===== src/rtl/hpt_pkg.sv =====
package hpt_pkg;

  typedef enum logic [1:0] {
    WALK_IDLE  = 2'd0,
    WALK_ISSUE = 2'd1,
    WALK_WAIT  = 2'd2,
    WALK_DONE  = 2'd3
  } walk_state_t;

  typedef enum logic {
    SLOT_PRIMARY   = 1'b0,
    SLOT_SECONDARY = 1'b1
  } slot_sel_t;

endpackage


===== src/rtl/hpt_hash.sv =====
module hpt_hash #(
  parameter int VPN_W = 16,
  parameter int PID_W = 4,
  parameter int IDX_W = 4
) (
  input  logic [VPN_W-1:0] vpn,
  input  logic [PID_W-1:0] pid,
  output logic [IDX_W-1:0] prim_idx,
  output logic [IDX_W-1:0] sec_idx
);

  // Fold every bit of vpn and pid onto IDX_W lanes with XOR.
  function automatic logic [IDX_W-1:0] fold_xor(input logic [VPN_W-1:0] v,
                                                input logic [PID_W-1:0] p);
    logic [IDX_W-1:0] h;
    h = '0;
    for (int i = 0; i < VPN_W; i++) h[i % IDX_W] ^= v[i];
    for (int j = 0; j < PID_W; j++) h[j % IDX_W] ^= p[j];
    return h;
  endfunction

  function automatic logic [IDX_W-1:0] alt_hash(input logic [IDX_W-1:0] h);
    logic [IDX_W-1:0] mask;
    mask = '1;
    return (~h) & mask;
  endfunction

  always_comb begin
    prim_idx = fold_xor(vpn, pid);
    sec_idx  = alt_hash(prim_idx);
  end

endmodule


===== src/rtl/hpt_addr_gen.sv =====
module hpt_addr_gen #(
  parameter int ADDR_W = 20,
  parameter int IDX_W  = 4,
  parameter int ENT_W  = 3
) (
  input  logic [ADDR_W-1:0] base,
  input  logic [IDX_W-1:0]  slot,
  input  logic [ENT_W-1:0]  ent,
  output logic [ADDR_W-1:0] addr
);

  localparam int PAD_W = ADDR_W - IDX_W - ENT_W;

  // Entry address: base + slot*entries_per_slot + entry index.
  function automatic logic [ADDR_W-1:0] slot_addr(input logic [ADDR_W-1:0] b,
                                                  input logic [IDX_W-1:0]  s,
                                                  input logic [ENT_W-1:0]  e);
    return b + {{PAD_W{1'b0}}, s, e};
  endfunction

  always_comb addr = slot_addr(base, slot, ent);

endmodule


===== src/rtl/hpt_entry_cmp.sv =====
module hpt_entry_cmp #(
  parameter int VPN_W = 16,
  parameter int PID_W = 4,
  parameter int PPN_W = 12,
  localparam int ENTRY_W = 1 + PID_W + VPN_W + PPN_W
) (
  input  logic [ENTRY_W-1:0] entry,
  input  logic [VPN_W-1:0]   vpn,
  input  logic [PID_W-1:0]   pid,
  output logic               match,
  output logic [PPN_W-1:0]   ppn
);

  function automatic logic entry_hit(input logic [ENTRY_W-1:0] w,
                                     input logic [VPN_W-1:0]   v,
                                     input logic [PID_W-1:0]   p);
    logic             vld;
    logic [VPN_W-1:0] tag;
    logic [PID_W-1:0] own;
    vld = w[ENTRY_W-1];
    tag = w[PPN_W +: VPN_W];
    own = w[PPN_W+VPN_W +: PID_W];
    return vld && (tag == v) && (own == p);
  endfunction

  always_comb begin
    match = entry_hit(entry, vpn, pid);
    ppn   = entry[PPN_W-1:0];
  end

endmodule


===== src/rtl/hpt_walker.sv =====
module hpt_walker #(
  parameter int VPN_W   = 16,
  parameter int PID_W   = 4,
  parameter int PPN_W   = 12,
  parameter int ADDR_W  = 20,
  parameter int IDX_W   = 4,
  parameter int ENTRIES = 8,
  localparam int ENT_W   = $clog2(ENTRIES),
  localparam int ENTRY_W = 1 + PID_W + VPN_W + PPN_W
) (
  input  logic               clk,
  input  logic               rst_n,
  input  logic [ADDR_W-1:0]  base_addr,
  input  logic               req_valid,
  output logic               req_ready,
  input  logic [VPN_W-1:0]   req_vpn,
  input  logic [PID_W-1:0]   req_pid,
  output logic               mem_req_valid,
  input  logic               mem_req_ready,
  output logic [ADDR_W-1:0]  mem_req_addr,
  input  logic               mem_rsp_valid,
  input  logic [ENTRY_W-1:0] mem_rsp_data,
  output logic               res_valid,
  output logic               res_hit,
  output logic [PPN_W-1:0]   res_ppn
);
  import hpt_pkg::*;

  localparam logic [ENT_W-1:0] LAST_ENT = ENT_W'(ENTRIES - 1);

  walk_state_t      state_q;
  slot_sel_t        sel_q;
  logic [ENT_W-1:0] ent_q;
  logic [VPN_W-1:0] vpn_q;
  logic [PID_W-1:0] pid_q;
  logic             hit_q;
  logic [PPN_W-1:0] ppn_q;

  logic [IDX_W-1:0] prim_idx, sec_idx, cur_slot;
  logic             ent_match;
  logic [PPN_W-1:0] ent_ppn;

  // Named events for the checker.
  logic walk_busy;
  logic match_ev;
  logic accept_ev;
  logic last_ent;

  hpt_hash #(.VPN_W(VPN_W), .PID_W(PID_W), .IDX_W(IDX_W)) hash_i (
    .vpn(vpn_q), .pid(pid_q), .prim_idx(prim_idx), .sec_idx(sec_idx)
  );

  assign cur_slot = (sel_q == SLOT_PRIMARY) ? prim_idx : sec_idx;

  hpt_addr_gen #(.ADDR_W(ADDR_W), .IDX_W(IDX_W), .ENT_W(ENT_W)) addr_i (
    .base(base_addr), .slot(cur_slot), .ent(ent_q), .addr(mem_req_addr)
  );

  hpt_entry_cmp #(.VPN_W(VPN_W), .PID_W(PID_W), .PPN_W(PPN_W)) cmp_i (
    .entry(mem_rsp_data), .vpn(vpn_q), .pid(pid_q),
    .match(ent_match), .ppn(ent_ppn)
  );

  assign walk_busy     = (state_q != WALK_IDLE);
  assign req_ready     = (state_q == WALK_IDLE);
  assign accept_ev     = req_ready && req_valid;
  assign mem_req_valid = (state_q == WALK_ISSUE);
  assign match_ev      = (state_q == WALK_WAIT) && mem_rsp_valid && ent_match;
  assign last_ent      = (ent_q == LAST_ENT);
  assign res_valid     = (state_q == WALK_DONE);
  assign res_hit       = hit_q;
  assign res_ppn       = ppn_q;

  always_ff @(posedge clk) begin
    if (!rst_n) begin
      state_q <= WALK_IDLE;
      sel_q   <= SLOT_PRIMARY;
      ent_q   <= '0;
      vpn_q   <= '0;
      pid_q   <= '0;
      hit_q   <= 1'b0;
      ppn_q   <= '0;
    end else begin
      unique case (state_q)
        WALK_IDLE: begin
          if (accept_ev) begin
            vpn_q   <= req_vpn;
            pid_q   <= req_pid;
            sel_q   <= SLOT_PRIMARY;
            ent_q   <= '0;
            hit_q   <= 1'b0;
            state_q <= WALK_ISSUE;
          end
        end
        WALK_ISSUE: begin
          if (mem_req_ready) state_q <= WALK_WAIT;
        end
        WALK_WAIT: begin
          if (mem_rsp_valid) begin
            if (ent_match) begin
              hit_q   <= 1'b1;
              ppn_q   <= ent_ppn;
              state_q <= WALK_DONE;
            end else if (!last_ent) begin
              ent_q   <= ent_q + 1'b1;
              state_q <= WALK_ISSUE;
            end else if (sel_q == SLOT_PRIMARY) begin
              sel_q   <= SLOT_SECONDARY;
              ent_q   <= '0;
              state_q <= WALK_ISSUE;
            end else begin
              hit_q   <= 1'b0;
              state_q <= WALK_DONE;
            end
          end
        end
        WALK_DONE: state_q <= WALK_IDLE;
        default:   state_q <= WALK_IDLE;
      endcase
    end
  end

endmodule


===== config.mk =====
export PLATFORM = sky130hd
export DESIGN_NAME = hpt_walker
export DESIGN_NICKNAME = d
export VERILOG_FILES = /design/src/rtl/hpt_pkg.sv /design/src/rtl/hpt_hash.sv /design/src/rtl/hpt_addr_gen.sv /design/src/rtl/hpt_entry_cmp.sv /design/src/rtl/hpt_walker.sv
export SDC_FILE = /design/constraint.sdc
export NUM_CORES = 1
export LEC_CHECK = 0
export ABC_AREA = 1
export CAP_MARGIN = 40
export CORE_MARGIN = 2
export CORE_UTILIZATION = 41
export CTS_CLUSTER_SIZE = 10
export DETAILED_ROUTE_END_ITERATION = 16
export DONT_BUFFER_PORTS = 1
export HOLD_SLACK_MARGIN = 0.02
export PLACE_DENSITY_LB_ADDON = 0.15
export SYNTH_ARGS = -nofsm -noshare
export SYNTH_HDL_FRONTEND = slang
export SYNTH_SLANG_ARGS = --single-unit

===== constraint.sdc =====
create_clock -name clk -period 6 [get_ports clk]
set_input_delay 1.2 -clock clk [delete_from_list [all_inputs] [get_ports clk]]
set_output_delay 1.2 -clock clk [all_outputs]
set_load 0.1 [all_outputs]

==> metrics.yaml, run 1 <==
final_layout:
  drive_above_1_share: 0.194
  layout.nets: 571
  antennaDiodeCount: 0
  area_growth_pct: 21.4
  utilization: 0.519
timing:
  final.setup.worst_slack_ns: 1.38
  slew_violations: 0
  relSlewSlack: 0.427
  tightest_slew_ns: 0.861
  fmax_mhz: 217
  setup_violations: 0
  timing.final.hold_violations: 0
  finalCritPeriodShare: 0.769
  rsz0062_at_grt: "false"
  final.setup.tns_ns: 0
  skew_ns: 0.00390
  whs_ns: 0.482
  finalCriticalPeriod_ns: 4.62
routing:
  via_per_inst: 4.82
  wl_per_cell_um: 12.9
  drt-initial-drc-count: 98
  dr.pass1.iters: 4
  drt_wl_total_um: 7490
  vias: 2794
  ant_nets: 0
  drc: 0
worst_hold_path:
  whs_endpoint: "vpn_q[0]"
  hp-class: "reg2reg"
  worstHoldStart: "vpn_q[0]"
  hold_depth: 2
synthesis:
  synth_xor_area_frac: 0.116
  synthCells: 456
  syn_nets: 544
  synth.area.mux_share: 0
  synth_adder_area_share: 0.0452
  synth_compound_area_frac: 0.121
  ys_warn_count: 0
  syn_area_um2: 2940
  synth_edf_count: 0
  ys_seq_elements: 39
  synth_top_family_by_area: "simple AND/OR/NAND/NOR gates"
  async_reset_ff_frac: 0
  synthFlopType: "dfxtp_1"
  ys_seq_area_frac: 0.266
  ys_types: 33
  syn_avg_cell_area_um2: 6.44
  synth-simple-area-share: 0.328
power_and_ir_drop:
  p_sw_frac: 0.604
  peakVddDrop_uv: 303
  power.density_nw_per_um2: 539
  intPower_uw: 760
  p_sw_uw: 1160
  combPwrFrac: 0.734
  pwr-share-seq: 0.174
  power.total_uw: 1920
  pwr-share-clk: 0.092
  p_leak_uw: 0.00170
cts:
  clk_latency_ns: 0.29
  clock_path_buffers: 2
  cts-root-buf: "clkbuf_8"
  cts_setup_buffers: 0
  cts_hold_buf: 0
  cts_tree: "built"
  cts.sinks: 39
  h-tree-depth: 2
  clk_pin_slew_ns: 0.08
  cts.repair.resized: 0
  cts_made_buffers: 5
setup_path:
  path_buf_inv: 2
  crit_top_cell: "inv_1"
  cp.arrival_ns: 3.42
  r2r_end: "ent_q[0]"
  crit_family: "buffers and inverters"
  cp_data_required_time_ns: 4.80
  crit_type: "in2out"
  rrSetupSlack_ns: 4.19
  endpoint_kind: "primary output"
  start_kind: "primary input"
  worstPathCellList: "ha_1 > inv_1 > fa_1 > o21ai_1 > nand3_1 > nand2_1 > nand4_1 > xor2_1 > inv_1"
  r2r.worst_path.cells: 11
  cp_max_fo: 4
  cp_slowest_cell: "inv_1"
  r2r-start: "vpn_q[1]"
  max_stage_delay_ns: 0.60
grt:
  overflow: 0
  grt.total_usage: 0.190
  grt_pass1_wl_um: 11800
  grt_max_degree: 41
  first_global_vias: 2624
  antenna_found_initial: 0
outcome:
  status: "finished, final reports clean"
floorplanning:
  start_util: 0.427
  io_pins: 114
  rows: 30
  fp.dieH_um: 88.6
  die_area_um2: 7850
  core_um2: 6870
  die_w_um: 88.6
place:
  numPortBuffers: 0
  gp_congestion: 0.839
  pre_cts_ws_ns: 1.37
  dp_hpwl_um: 6080
run:
  maxCapViolCount: 0
-- cells by family after synthesis --
logic type	count (synthesis)
AO/OA/AOI/OAI	66
XOR/XNOR	39
adder cells (fa/ha/maj)	10
buffers and inverters	85
flip-flops	39
AND/OR/NAND/NOR	217
-- cells in the mapped netlist, types with 2 or more instances --
| cell type | instances | area share |
|---|---|---|
| ha_1 | 9 | 0.038 |
| nand3_2 | 2 | 0.0068 |
| nor3_1 | 3 | 0.0051 |
| nand4_1 | 5 | 0.011 |
| xnor2_1 | 23 | 0.069 |
| clkbuf_1 | 6 | 0.0077 |
| nor2_1 | 46 | 0.059 |
| nand2_1 | 121 | 0.15 |
| buf_6 | 3 | 0.012 |
| nand2_2 | 5 | 0.011 |
| nor4_1 | 7 | 0.015 |
| xor2_1 | 16 | 0.048 |
| inv_1 | 57 | 0.073 |
| a21oi_1 | 33 | 0.056 |
| nand3_1 | 15 | 0.026 |
| inv_2 | 15 | 0.019 |
| nor4_2 | 5 | 0.021 |
| clkbuf_8 | 2 | 0.0094 |
| o21ai_0 | 24 | 0.041 |
| o21ai_1 | 2 | 0.0034 |
| dfxtp_1 | 39 | 0.27 |
| buf_2 | 2 | 0.0034 |
| o21a_1 | 2 | 0.0051 |
| nor2_2 | 5 | 0.011 |
-- how the worst max path moves through the flow --
stage                            start               end  cells past startpoint
after floorplan           base_addr[0]  mem_req_addr[10]                      8
after global placement    base_addr[0]  mem_req_addr[18]                      9
after detailed placement  base_addr[0]  mem_req_addr[18]                      9
after CTS                 base_addr[0]  mem_req_addr[18]                      9
after global routing      base_addr[0]  mem_req_addr[18]                      9
final                     base_addr[0]  mem_req_addr[18]                      9
-- layout by cell type, fill, tap and decap left out, drive strengths merged, types with 9 or more instances in the layout --
master / instances
xor2: 16
inv: 72
nor4: 12
ha: 9
a21oi: 34
nor2: 52
nand3: 17
dfxtp: 39
buf: 33
xnor2: 23
o21ai: 26
nand2: 126
-- power by group through the flow --
| stage | sequential (uW) | combinational [uW] | clock (uW) |
|---|---|---|---|
| floorplan | 340 | 1090 | 0 |
| global placement | 351 | 1300 | 0 |
| detailed placement | 340 | 1410 | 0 |
| CTS | 334 | 1410 | 186 |
| global route | 338 | 1490 | 193 |
| finish | 334 | 1410 | 177 |
-- flip-flops by register name, summed over array words and instances, names as in the netlist --
name,cells
state_q,2
sel_q,1
res_ppn,12
vpn_q,16
pid_q,4
ent_q,3
res_hit,1
-- worst reg2reg max path: cells and delay by family, from the launching register on --
kind / cells / cell delay, ns
AO/OA/AOI/OAI: 1 / 0.16
AND/OR/NAND/NOR: 9 / 1.12
buffers and inverters: 1 / 0.05
flip-flops: 1 / 0.39
-- metrics by stage --
step / cell area [um2] / instances
floorplan: 2940 / 456
global placement: 3210 / 554
detailed placement: 3480 / 572
CTS: 3560 / 580
global route: 3560 / 580
finish: 3560 / 580
-- metal layers --
layer	global-route usage	up-vias	part of all wire
li1	-	1473	-
met5	0	-	0
met4	0.0482	0	0.0071
met1	0.242	1236	0.44
met3	0.0532	4	0.081
met2	0.319	81	0.47
-- layout make-up --
cell class              instances  area [um2]
clock inverters                 2        12.5
repair buffers                 33         383
well taps                      96         120
multi-input cells             332        1920
inverters                      72         270
clock buffers                   6        72.6
fillers                       709        3310
flip-flops and latches         39         781
Power figures use the tool's default switching activity.
==> run 2, diff against run 1 <==
- clock period: 6 -> 4.52 ns (I/O delays scaled with it)
==> metrics.yaml, run 2 (same netlist as run 1, synthesis figures left out) <==
setup_path:
  cp_data_required_time_ns: 3.62  # was 4.80 ns
  rrSetupSlack_ns: 2.61  # was 4.19 ns
  startpoint: "sel_q"  # was base_addr[0]
  cp_max_fo: 6  # was 4
  crit_type: "reg2out"  # was in2out
  r2r.worst_path.cells: 6  # was 11
  start_kind: "register"  # was primary input
  r2r-start: "state_q[1]"  # was vpn_q[1]
  cp.arrival_ns: 3.03  # was 3.42 ns
  endpoint: "mem_req_addr[9]"  # was mem_req_addr[18]
  endpoint_kind: "primary output"  # unchanged
  r2r_end: "vpn_q[8]"  # was ent_q[0]
routing:
  wl_per_cell_um: 12.7  # was 12.9 um
  drt-initial-drc-count: 97  # was 98
  drt_wl_total_um: 7410  # was 7490 um
  via_per_inst: 4.83  # was 4.82
  dr.pass1.iters: 4  # unchanged
  vias: 2806  # was 2794
  ant_nets: 0  # unchanged
  drc: 0  # unchanged
grt:
  gr-usage-met3: 0.0513  # was 0.0532
  grtUsageMet1: 0.250  # was 0.242
  antenna_found_initial: 0  # unchanged
  grt_pass1_wl_um: 12000  # was 11800 um
  grt_max_degree: 40  # was 41
  grt.busiest_layer: "met2"  # unchanged
  grt_util_met2: 0.322  # was 0.319
  grt.total_usage: 0.192  # was 0.190
  first_global_vias: 2687  # was 2624
  overflow: 0  # unchanged
timing:
  skew_ns: 0.00686  # was 0.00390 ns
  timing.final.hold_violations: 0  # unchanged
  rsz0062_at_grt: "false"  # unchanged
  setup_violations: 0  # unchanged
  finalCritPeriodShare: 0.871
  fmax_mhz: 254
  slew_violations: 0  # unchanged
  tightest_slew_ns: 0.859  # was 0.861 ns
  finalCriticalPeriod_ns: 3.94
  final.setup.tns_ns: 0  # unchanged
  relSlewSlack: 0.428  # was 0.427
  whs_ns: 0.481  # was 0.482 ns
final_layout:
  antennaDiodeCount: 0  # unchanged
  final_common_cell: "nand2_1"  # unchanged
  layout.nets: 572  # was 571
  area_growth_pct: 20.8  # was 21.4%
  largest_reg_flops: 16  # unchanged
  largest_register: "vpn_q"  # unchanged
  fin_area_um2: 3550  # was 3560 um2
  utilization: 0.516  # was 0.519
  drive_above_1_share: 0.196  # was 0.194
  layout_common_cells: "121 x nand2_1, 57 x inv_1, 44 x nor2_1"  # unchanged
  fillers: 715  # was 709
  multi_input_area_um2: 1920  # unchanged
  seq_area_um2: 781  # unchanged
place:
  numPortBuffers: 0  # unchanged
  place_area_um2: 3460  # was 3480 um2
  gp_congestion: 0.811  # was 0.839
  dp_hpwl_um: 6030  # was 6080 um
worst_hold_path:
  hp-class: "reg2reg"  # unchanged
cts:
  cts_setup_buffers: 0  # unchanged
  cts_made_buffers: 5  # unchanged
  h-tree-depth: 2  # unchanged
  clk_pin_slew_ns: 0.08  # about the same
  cts_hold_buf: 0  # unchanged
  cts.repair.resized: 0  # unchanged
  clock_path_buffers: 2  # unchanged
  cts.sinks: 39  # unchanged
  cts_tree: "built"  # unchanged
  cts-root-buf: "clkbuf_8"  # unchanged
  clk_latency_ns: 0.29  # about the same
floorplanning:
  rows: 30  # unchanged
  die_w_um: 88.6  # unchanged
  io_pins: 114  # unchanged
  fp.dieH_um: 88.6  # unchanged
  die_area_um2: 7850  # unchanged
  start_util: 0.427  # unchanged
  core_um2: 6870  # unchanged
power_and_ir_drop:
  p_leak_uw: 0.00170  # about the same
  power.total_uw: 2490  # was 1920 uW
  power.density_nw_per_um2: 702  # was 539 nW/um2
  peakVddDrop_uv: 407  # was 303 uV
outcome:
  status: "finished, final reports clean"  # unchanged
run:
  maxCapViolCount: 0  # unchanged
-- run 2: changes by cell type in the layout (fill, tap and decap cells not counted) --
| cell | previous run | this run |
|---|---|---|
| buf_8 | 18 | 15 |
| buf_4 | 15 | 19 |
-- run 2: layout make-up --
class                   count  share of cell area
clock buffers               6              0.0205
clock inverters             2             0.00353
inverters                  72              0.0762
multi-input cells         332               0.542
flip-flops and latches     39               0.220
well taps                  96              0.0339
repair buffers             34               0.104
-- run 2: per-layer routing --
layer | routed length (um) | up-vias
li1 | - | 1474
met1 | 3300 | 1247
met2 | 3490 | 79
met3 | 556 | 6
met4 | 63 | 0
met5 | 0 | -
-- run 2: how the worst min path moves through the flow --
stage	start	slack, ns	to	cells past startpoint
4_1_cts	vpn_q[0]	0.48	vpn_q[0]	2
3_5_place_dp	vpn_q[0]	0.47	vpn_q[0]	2
6_report	vpn_q[7]	0.48	vpn_q[7]	2
3_3_place_gp	vpn_q[0]	0.47	vpn_q[0]	2
2_1_floorplan	pid_q[1]	0.46	pid_q[1]	2
5_1_grt	pid_q[1]	0.50	pid_q[1]	2
-- run 2: through the flow --
stage	instances	setup WS, ns
2_1_floorplan	456	0.0101
3_3_place_gp	558	0.796
3_5_place_dp	573	0.789
4_1_cts	581	0.560
5_1_grt	581	0.333
6_report	581	0.582
-- run 2: power by group --
part	internal [uW]	switching, uW	total (uW)
combinational	469	1340	1810
sequential	390	51.8	442
clock	108	129	237
-- run 2: critical path, cell delays in order (launching register included) --
cell,delay [ns]
dfxtp_1,0.50
xnor2_1,0.17
xor2_1,0.19
xnor2_1,0.17
ha_1,0.33
a21oi_1,0.21
a21boi_0,0.37
o21ai_0,0.23
nand3_1,0.15
xnor2_2,0.11
buf_4,0.30
==> run 3, diff against run 2 <==
- CTS_BUF_LIST: default -> sky130_fd_sc_hd__clkbuf_4 sky130_fd_sc_hd__clkbuf_8
==> metrics.yaml, run 3 (same netlist as run 1, synthesis figures left out) <==
outcome:
  status: "finished, final reports clean"  # unchanged
setup_path:
  endpoint_kind: "primary output"  # unchanged
  worstPathCellList: "xnor2_1 > xor2_1 > xnor2_1 > ha_1 > a21oi_1 > a21boi_0 > o21ai_0 > nand3_1 > xnor2_2 > buf_4"  # unchanged
  crit_top_cell: "xnor2_1"  # unchanged
  crit_family: "compound AO/OA/AOI/OAI gates"  # unchanged
  rrSetupSlack_ns: 2.61  # about the same
  cp_slowest_cell: "dfxtp_1"  # unchanged
  startpoint: "sel_q"  # unchanged
  r2r_end: "vpn_q[8]"  # unchanged
  cp.depth: 10  # unchanged
  endpoint: "mem_req_addr[9]"  # unchanged
  cp_data_required_time_ns: 3.62  # about the same
  crit_type: "reg2out"  # unchanged
  r2r-start: "state_q[1]"  # unchanged
  max_stage_delay_ns: 0.50  # about the same
  path_buf_inv: 1  # unchanged
  start_kind: "register"  # unchanged
  cp_max_fo: 6  # unchanged
  cp.arrival_ns: 3.03  # about the same
  r2r.worst_path.cells: 6  # unchanged
final_layout:
  area_growth_pct: 21.0  # was 20.8%
  layout_common_cells: "121 x nand2_1, 57 x inv_1, 44 x nor2_1"  # unchanged
  layout.nets: 572  # unchanged
  largest_register: "vpn_q"  # unchanged
  final_common_cell: "nand2_1"  # unchanged
  drive_above_1_share: 0.198  # was 0.196
  fillers: 714  # was 715
  antennaDiodeCount: 0  # unchanged
  utilization: 0.517  # was 0.516
  largest_reg_flops: 16  # unchanged
run:
  maxCapViolCount: 0  # unchanged
floorplanning:
  die_area_um2: 7850  # unchanged
  rows: 30  # unchanged
  io_pins: 114  # unchanged
  die_w_um: 88.6  # unchanged
  start_util: 0.427  # unchanged
  fp.dieH_um: 88.6  # unchanged
  core_um2: 6870  # unchanged
cts:
  clk_latency_ns: 0.29  # about the same
  cts.sinks: 39  # unchanged
  cts-root-buf: "clkbuf_8"  # unchanged
  h-tree-depth: 2  # unchanged
  cts_hold_buf: 0  # unchanged
  clock_path_buffers: 2  # unchanged
  cts_setup_buffers: 0  # unchanged
  cts_tree: "built"  # unchanged
  clk_pin_slew_ns: 0.08  # about the same
  cts_made_buffers: 5  # unchanged
  cts.repair.resized: 0  # unchanged
power_and_ir_drop:
  peakVddDrop_uv: 407  # unchanged
  p_leak_uw: 0.00170  # about the same
  power.density_nw_per_um2: 703  # was 702 nW/um2
place:
  numPortBuffers: 0  # unchanged
  gp_congestion: 0.811  # unchanged
  pre_cts_ws_ns: 0.789  # unchanged
  dp_hpwl_um: 6030  # unchanged
timing:
  final.setup.worst_slack_ns: 0.584  # was 0.582 ns
  rsz0062_at_grt: "false"  # unchanged
  setup_violations: 0  # unchanged
  finalCritPeriodShare: 0.871  # about the same
  skew_ns: 0.00635  # was 0.00686 ns
  relSlewSlack: 0.428  # unchanged
  timing.final.hold_violations: 0  # unchanged
  final.setup.tns_ns: 0  # unchanged
  finalCriticalPeriod_ns: 3.94  # about the same
  slew_violations: 0  # unchanged
  fmax_mhz: 254  # about the same
  tightest_slew_ns: 0.859  # unchanged
routing:
  dr.pass1.iters: 4  # unchanged
  drt_wl_total_um: 7400  # was 7410 um
  ant_nets: 0  # unchanged
  wl_per_cell_um: 12.7  # about the same
  drt-initial-drc-count: 97  # unchanged
  vias: 2799  # was 2806
  via_per_inst: 4.82  # was 4.83
  drc: 0  # unchanged
worst_hold_path:
  hold_depth: 2  # unchanged
  hp-class: "reg2reg"  # unchanged
grt:
  gr-usage-met3: 0.0513  # unchanged
  antenna_found_initial: 0  # unchanged
  first_global_vias: 2695  # was 2687
  grt_util_met2: 0.323  # was 0.322
  grt.busiest_layer: "met2"  # unchanged
  grtUsageMet1: 0.248  # was 0.250
  grt_pass1_wl_um: 12000  # about the same
  grt_max_degree: 40  # unchanged
  grt.total_usage: 0.191  # was 0.192
  overflow: 0  # unchanged
## run 3: worst min-delay path: cells and delay by family (launching register included)
family	cells	cell delay (ns)
compound gates	1	0.05
flops	1	0.32
buf+inv	1	0.07
## run 3: layer usage
metal | routed length, um | share of wire
met2 | 3510 | 0.47
met1 | 3300 | 0.45
met5 | 0 | 0
met3 | 548 | 0.074
met4 | 46 | 0.0062
## run 3: power breakdown
part	switching, uW	internal [uW]	total [uW]
registers	51.8	390	442
logic	1340	469	1810
clock network	128	114	242
total	1520	973	2500
## run 3: how the worst min path moves through the flow
stage	start	to	slack, ns
after detailed placement	vpn_q[0]	vpn_q[0]	0.47
final	vpn_q[7]	vpn_q[7]	0.48
after global routing	pid_q[1]	pid_q[1]	0.50
after CTS	vpn_q[0]	vpn_q[0]	0.48
after global placement	vpn_q[0]	vpn_q[0]	0.47
after floorplan	pid_q[1]	pid_q[1]	0.46
## run 3: final cells by class
type / count / area [um2] / area share
clock buffer: 6 / 76.3 / 0.0215
clock inverter: 2 / 12.5 / 0.00352
inverter: 72 / 270 / 0.0761
multi-input combinational: 332 / 1920 / 0.542
sequential: 39 / 781 / 0.220
tap: 96 / 120 / 0.0338
timing repair buffer: 34 / 368 / 0.104
## run 3: metrics by stage
stage | instance area, um2 | hold WS (ns) | std cells | power [uW]
after global placement | 3240 | 0.469 | 558 | 2230
after CTS | 3550 | 0.484 | 581 | 2510
final | 3550 | 0.481 | 581 | 2500
after detailed placement | 3460 | 0.473 | 573 | 2270
after global routing | 3550 | 0.499 | 581 | 2640
after floorplan | 2940 | 0.455 | 456 | 1900
